--- src/rtl/srow_pkg.sv ---
package srow_pkg;
  localparam int SR_ROWS = 4;

  typedef enum logic [1:0] {
    MODE_C4  = 2'b00,
    MODE_C6  = 2'b01,
    MODE_C8  = 2'b10,
    MODE_RSV = 2'b11
  } srow_mode_e;

  // column count for a mode code; the spare code falls back to 4 columns
  function automatic int unsigned mode_cols(input logic [1:0] m);
    case (srow_mode_e'(m))
      MODE_C6: return 6;
      MODE_C8: return 8;
      default: return 4;
    endcase
  endfunction

  // per-row rotation; the widest mode skips offset 2
  function automatic int unsigned row_offset(input int unsigned ncols,
                                             input int unsigned row);
    if (ncols == 8 && row >= 2) return row + 1;
    return row;
  endfunction
endpackage

--- src/rtl/srow_rst_sync.sv ---
module srow_rst_sync (
  input  logic clk,
  input  logic rst_n,
  output logic rst_sync_n
);
  logic meta_q;

  always_ff @(posedge clk or negedge rst_n) begin
    if (!rst_n) begin
      meta_q     <= 1'b0;
      rst_sync_n <= 1'b0;
    end else begin
      meta_q     <= 1'b1;
      rst_sync_n <= meta_q;
    end
  end
endmodule

--- src/rtl/srow_mode_dec.sv ---
module srow_mode_dec
  import srow_pkg::*;
#(
  parameter int CNT_W = 4
) (
  input  logic [1:0]                      mode,
  output logic [CNT_W-1:0]                ncols,
  output logic [SR_ROWS-1:0][CNT_W-1:0]   shift
);
  int unsigned cols;

  always_comb begin
    cols  = mode_cols(mode);
    ncols = CNT_W'(cols);
  end

  for (genvar r = 0; r < SR_ROWS; r++) begin : g_off
    always_comb shift[r] = CNT_W'(row_offset(cols, r));
  end
endmodule

--- src/rtl/srow_row_rot.sv ---
module srow_row_rot #(
  parameter int MAX_COLS = 8,
  parameter int BYTE_W   = 8,
  parameter int CNT_W    = 4
) (
  input  logic [MAX_COLS-1:0][BYTE_W-1:0] row_in,
  input  logic [CNT_W-1:0]                ncols,
  input  logic [CNT_W-1:0]                amt,
  input  logic                            inv,
  output logic [MAX_COLS-1:0][BYTE_W-1:0] row_out
);
  localparam int IDX_W = (MAX_COLS > 1) ? $clog2(MAX_COLS) : 1;
  localparam int SUM_W = CNT_W + 1;

  for (genvar c = 0; c < MAX_COLS; c++) begin : g_col
    logic [SUM_W-1:0] src;
    logic [IDX_W-1:0] sel;

    always_comb begin
      // amt < ncols and c < ncols, so one wrap subtraction suffices
      if (inv) src = SUM_W'(c) + SUM_W'(ncols) - SUM_W'(amt);
      else     src = SUM_W'(c) + SUM_W'(amt);
      if (src >= SUM_W'(ncols)) src = src - SUM_W'(ncols);
      sel = src[IDX_W-1:0];
      if (CNT_W'(c) < ncols) row_out[c] = row_in[sel];
      else                   row_out[c] = '0;
    end
  end
endmodule

--- src/rtl/srow_pipe.sv ---
module srow_pipe #(
  parameter int W = 256
) (
  input  logic         clk,
  input  logic         rst_n,
  input  logic         en,
  input  logic [W-1:0] d,
  output logic [W-1:0] q,
  output logic         vld
);
  logic [W-1:0] q_nxt;

  always_comb q_nxt = en ? d : q;

  always_ff @(posedge clk or negedge rst_n) begin
    if (!rst_n) begin
      q   <= '0;
      vld <= 1'b0;
    end else begin
      q   <= q_nxt;
      vld <= en;
    end
  end
endmodule

--- src/rtl/shift_rows_var.sv ---
module shift_rows_var
  import srow_pkg::*;
#(
  parameter int MAX_COLS = 8,
  parameter int BYTE_W   = 8
) (
  input  logic                                 clk,
  input  logic                                 rst_n,
  input  logic                                 in_valid,
  input  logic [1:0]                           in_mode,
  input  logic                                 in_inv,
  input  logic [SR_ROWS*MAX_COLS*BYTE_W-1:0]   in_state,
  output logic                                 out_valid,
  output logic [SR_ROWS*MAX_COLS*BYTE_W-1:0]   out_state
);
  localparam int ST_W  = SR_ROWS * MAX_COLS * BYTE_W;
  localparam int CNT_W = $clog2(MAX_COLS + 1);

  logic                                       rst_sync_n;
  logic [CNT_W-1:0]                           ncols;
  logic [SR_ROWS-1:0][CNT_W-1:0]              shift;
  logic [SR_ROWS-1:0][MAX_COLS-1:0][BYTE_W-1:0] rows_in;
  logic [SR_ROWS-1:0][MAX_COLS-1:0][BYTE_W-1:0] rows_out;
  logic [ST_W-1:0]                            rotated;

  srow_rst_sync u_rst (
    .clk        (clk),
    .rst_n      (rst_n),
    .rst_sync_n (rst_sync_n)
  );

  srow_mode_dec #(.CNT_W(CNT_W)) u_dec (
    .mode  (in_mode),
    .ncols (ncols),
    .shift (shift)
  );

  for (genvar r = 0; r < SR_ROWS; r++) begin : g_row
    for (genvar c = 0; c < MAX_COLS; c++) begin : g_byte
      localparam int K = c * SR_ROWS + r;
      assign rows_in[r][c] = in_state[ST_W-1-K*BYTE_W -: BYTE_W];
      assign rotated[ST_W-1-K*BYTE_W -: BYTE_W] = rows_out[r][c];
    end

    srow_row_rot #(
      .MAX_COLS (MAX_COLS),
      .BYTE_W   (BYTE_W),
      .CNT_W    (CNT_W)
    ) u_rot (
      .row_in  (rows_in[r]),
      .ncols   (ncols),
      .amt     (shift[r]),
      .inv     (in_inv),
      .row_out (rows_out[r])
    );
  end

  srow_pipe #(.W(ST_W)) u_pipe (
    .clk   (clk),
    .rst_n (rst_sync_n),
    .en    (in_valid),
    .d     (rotated),
    .q     (out_state),
    .vld   (out_valid)
  );
endmodule

--- config.mk ---
export PLATFORM = sky130hd
export DESIGN_NAME = shift_rows_var
export DESIGN_NICKNAME = d
export VERILOG_FILES = /design/src/rtl/srow_pkg.sv /design/src/rtl/srow_rst_sync.sv /design/src/rtl/srow_mode_dec.sv /design/src/rtl/srow_row_rot.sv /design/src/rtl/srow_pipe.sv /design/src/rtl/shift_rows_var.sv
export SDC_FILE = /design/constraint.sdc
export NUM_CORES = 1
export LEC_CHECK = 0
export ABC_CLOCK_PERIOD_IN_PS = 7850
export BUFFER_PORTS_ARGS = -buffer_cell sky130_fd_sc_hd__buf_4
export CORE_MARGIN = 1.5
export CORE_UTILIZATION = 50
export DETAILED_ROUTE_END_ITERATION = 8
export GPL_ROUTABILITY_DRIVEN = 0
export PLACE_DENSITY = 0.79
export SKIP_CTS_REPAIR_TIMING = 1
export SYNTH_ARGS = -nofsm -noshare
export SYNTH_HDL_FRONTEND = slang
export SYNTH_SLANG_ARGS = --single-unit
export TNS_END_PERCENT = 10
--- constraint.sdc ---
create_clock -name clk -period 7.85 [get_ports clk]
set_input_delay 0.785 -clock clk [delete_from_list [all_inputs] [get_ports clk]]
set_output_delay 0.785 -clock clk [all_outputs]
set_load 0.02 [all_outputs]
==> results.yml <==
grt:
  track_usage_pct: 33.5
  antenna_found_initial: 2
  grt_overflow_total: 0
  number_of_global_route_vias_before_repair: 18300
  grt_start_max_net_pins: 127
  grt_first_pass_wirelength_um: 108000
finish:
  most_frequent_standard_cell_in_the_layout_excluding_fill_and_tap_cells: "sky130_fd_sc_hd__buf_4"
  layout.nets: 2477
  utilization_pct: 63.3
  layout_common_cells: "sky130_fd_sc_hd__buf_4, sky130_fd_sc_hd__dfrtp_1, sky130_fd_sc_hd__mux2i_1, sky130_fd_sc_hd__mux4_2, sky130_fd_sc_hd__nand2_1"
  fillCellCount: 3111
  post_route_cells_drive_above_1_share_pct: 40.0
  syn_to_final_growth_pct: 24.7
power_and_ir_drop:
  comb_power_share_pct: 37.9
  seqPwrFrac_pct: 33.2
  p_switching_mw: 1.80
  clock_power_share_pct: 28.9
  worst_ir_drop_vdd_mv: 0.174
  power_density_of_the_placed_cells_nw_per_um2: 201
  power.switching_fraction_pct: 35.7
  cellInternalPower_mw: 3.24
  power.leakage_nw: 11.4
floorplan:
  die_y_um: 204
  die_area_sq_um: 41500
  ios: 519
  num_rows: 73
  start_util_pct: 50.7
  placeableCoreArea_sq_um: 39700
  floorplan_die_width_um: 204
placed_design:
  pre_cts_ws_ns: 2.81
  hpwlAfterDp_um: 52200
  io_buffer_count: 518
drt:
  firstDrtPassIters: 6
  viasPerCell: 6.81
  vias: 18500
  wl_per_cell_um: 26.4
  first_iter_violations: 1787
  post-route-drc-count: 0
  wirelength_um: 71900
  antenna_left: 0
sta:
  report.final.slew_viol_count: 0
  slew_headroom_pct: 10.9
  tightest_slew_ns: 1.34
  timing.final.crit_share_pct: 57.6
  rsz_0062_raised_after_global_routing: "false"
  final.setup.tns_ns: 0
  report.final.hold_viol_count: 0
  final_critical_path_setup_slack_ns: 3.33
  finalCriticalPeriod_ns: 4.52
  max_clock_freq_ghz: 0.221
  timing.clock.skew_ns: 0.00932
  timing.final.setup_violations: 0
clocking:
  cts_sinks: 259
  cts_htree_levels: 1
  cts.reportedPaths.clkPinSlew_ns: 0.06
  clock_latency_ns: 0.57
  numCtsBuffers: 30
  clock_tree_from_tritoncts: "yes"
  ctsRootBufferMaster: "sky130_fd_sc_hd__clkbuf_16"
  cts_buffer_depth: 3
critical_path:
  crit_path_start_kind: "input port"
  path_max_fanout: 42
  path_class: "input port to register"
  critPathRequiredTime_ns: 8.33
  critical_path_arrival_ns: 5.00
  cells_on_worst_reg2reg_path: 1
  worstSetupEndpointType: "register"
min_path:
  hold_path.class: "register to register"
  hold_path_depth: 0
synthesis:
  synth_area_per_cell_sq_um: 11.5
  ys.flop_type: "sky130_fd_sc_hd__dfrtp_1"
  synth_edf_count: 0
  ys_ff_latch: 259
  syn_area_sq_um: 20200
  async_flop_share_pct: 100
  post_synth_num_cell_types: 92
  gate_count_post_synth: 1754
  synth-seq-area-share_pct: 32.1
  yosys_warning_count: 0
run_status:
  outcome: "completed"
flow_run:
  maxCapViolations: 0
-- layout make-up --
type / instances / area (sq um) / area share [%]
Sequential cell: 259 / 6480 / 25.8
Inverter: 39 / 151 / 0.602
Multi-Input combinational cell: 1314 / 12800 / 51.1
Clock inverter: 11 / 141 / 0.562
Clock buffer: 43 / 871 / 3.46
Antenna cell: 2 / 5.00 / 0.0199
Timing Repair Buffer: 530 / 3990 / 15.9
Tap cell: 525 / 657 / 2.61
-- critical path: stages --
cell and delay [ns]:
sky130_fd_sc_hd__buf_4 0.12, sky130_fd_sc_hd__inv_1 0.11, sky130_fd_sc_hd__ha_4 0.54, sky130_fd_sc_hd__inv_2 0.55, sky130_fd_sc_hd__ha_1 0.53, sky130_fd_sc_hd__a311oi_2 0.35, sky130_fd_sc_hd__a21boi_2 0.32, sky130_fd_sc_hd__mux2i_2 1.06
sky130_fd_sc_hd__mux2_1 0.40, sky130_fd_sc_hd__o221ai_1 0.18
-- routing by layer --
| layer | global-route usage (%) | vias up | part of all wire (%) |
|---|---|---|---|
| li1 | - | 7799 | - |
| met1 | 45.0 | 9061 | 39 |
| met2 | 52.3 | 1410 | 45 |
| met3 | 6.46 | 262 | 11 |
| met4 | 15.5 | 0 | 4.9 |
| met5 | 0 | - | 0 |
-- power by group through the flow --
stage	clock (mW)	combinational [mW]	sequential [mW]
2_1_floorplan	0	0.930	1.90
3_3_place_gp	0	1.84	1.69
3_5_place_dp	0	1.89	1.69
4_1_cts	1.47	1.89	1.67
5_1_grt	1.52	2.02	1.69
6_report	1.46	1.91	1.67
-- synthesized netlist by cell type (8+ instances only) --
master / number / area [sq um]
sky130_fd_sc_hd__buf_2: 37 / 185
sky130_fd_sc_hd__o2bb2ai_1: 57 / 499
sky130_fd_sc_hd__o221ai_1: 32 / 280
sky130_fd_sc_hd__o21ai_0: 42 / 210
sky130_fd_sc_hd__nand2b_1: 16 / 100
sky130_fd_sc_hd__nor2_1: 43 / 161
sky130_fd_sc_hd__buf_6: 12 / 135
sky130_fd_sc_hd__clkbuf_1: 67 / 251
sky130_fd_sc_hd__a21oi_1: 44 / 220
sky130_fd_sc_hd__o211ai_1: 41 / 308
sky130_fd_sc_hd__a31o_1: 8 / 70.1
sky130_fd_sc_hd__nand3_1: 54 / 270
sky130_fd_sc_hd__nand2_1: 128 / 480
sky130_fd_sc_hd__mux4_2: 152 / 3420
sky130_fd_sc_hd__a21o_1: 8 / 60.1
sky130_fd_sc_hd__mux2_2: 73 / 822
sky130_fd_sc_hd__o22ai_1: 9 / 56.3
sky130_fd_sc_hd__a22oi_1: 9 / 67.6
sky130_fd_sc_hd__o21ai_1: 17 / 85.1
sky130_fd_sc_hd__dfrtp_1: 259 / 6480
sky130_fd_sc_hd__inv_1: 34 / 128
sky130_fd_sc_hd__nor2b_1: 28 / 175
sky130_fd_sc_hd__ha_1: 34 / 425
sky130_fd_sc_hd__a221o_1: 9 / 90.1
sky130_fd_sc_hd__a31oi_1: 9 / 56.3
sky130_fd_sc_hd__buf_4: 22 / 165
sky130_fd_sc_hd__a32oi_1: 15 / 131
sky130_fd_sc_hd__buf_1: 8 / 30.0
sky130_fd_sc_hd__and3_1: 9 / 56.3
sky130_fd_sc_hd__a22o_1: 122 / 1070
sky130_fd_sc_hd__mux2i_1: 219 / 2190
sky130_fd_sc_hd__a211oi_1: 9 / 67.6
-- path summary, 6_finish.rpt --
path                                            start                          to  slack [ns]
max                                        in_mode[0]   u_pipe.q[194]$_DFFE_PN0P_        3.33
min                            u_rst.meta_q$_DFF_PN0_  u_rst.rst_sync_n$_DFF_PN0_        0.36
max reg2reg                u_rst.rst_sync_n$_DFF_PN0_    u_pipe.q[18]$_DFFE_PN0P_        5.91
min reg2reg                    u_rst.meta_q$_DFF_PN0_  u_rst.rst_sync_n$_DFF_PN0_        0.36
max in group asynchronous  u_rst.rst_sync_n$_DFF_PN0_    u_pipe.q[18]$_DFFE_PN0P_        5.91
min in group asynchronous  u_rst.rst_sync_n$_DFF_PN0_   u_pipe.q[106]$_DFFE_PN0P_        0.43
-- stage by stage --
stage | instances | power [mW] | hold slack [ns] | instance area, sq um
global placement | 2666 | 3.53 | 0.337 | 24100
finish | 2723 | 5.04 | 0.358 | 25100
floorplan | 1758 | 2.83 | 0.331 | 20200
global route | 2723 | 5.23 | 0.378 | 25100
detailed placement | 2666 | 3.57 | 0.340 | 24100
CTS | 2720 | 5.03 | -0.0307 | 25100
-- state kept, by name (all words and copies together), names as in the netlist --
name and flops:
u_pipe.q 256, u_pipe.vld 1, u_rst.meta_q 1, u_rst.rst_sync_n 1
-- cells by family (layout without fill, tap and decap cells) --
logic type,after synthesis,count (layout),share of synthesized area (%)
compound gates,485,485,19.3
xor+xnor,4,4,0.174
fa+ha+maj,41,41,2.81
buf+inv,185,623,4.53
flops,259,259,32.1
mux,461,461,33.2
other cells,2,8,0.0372
simple gates,317,317,7.74
Power figures use the tool's default switching activity.
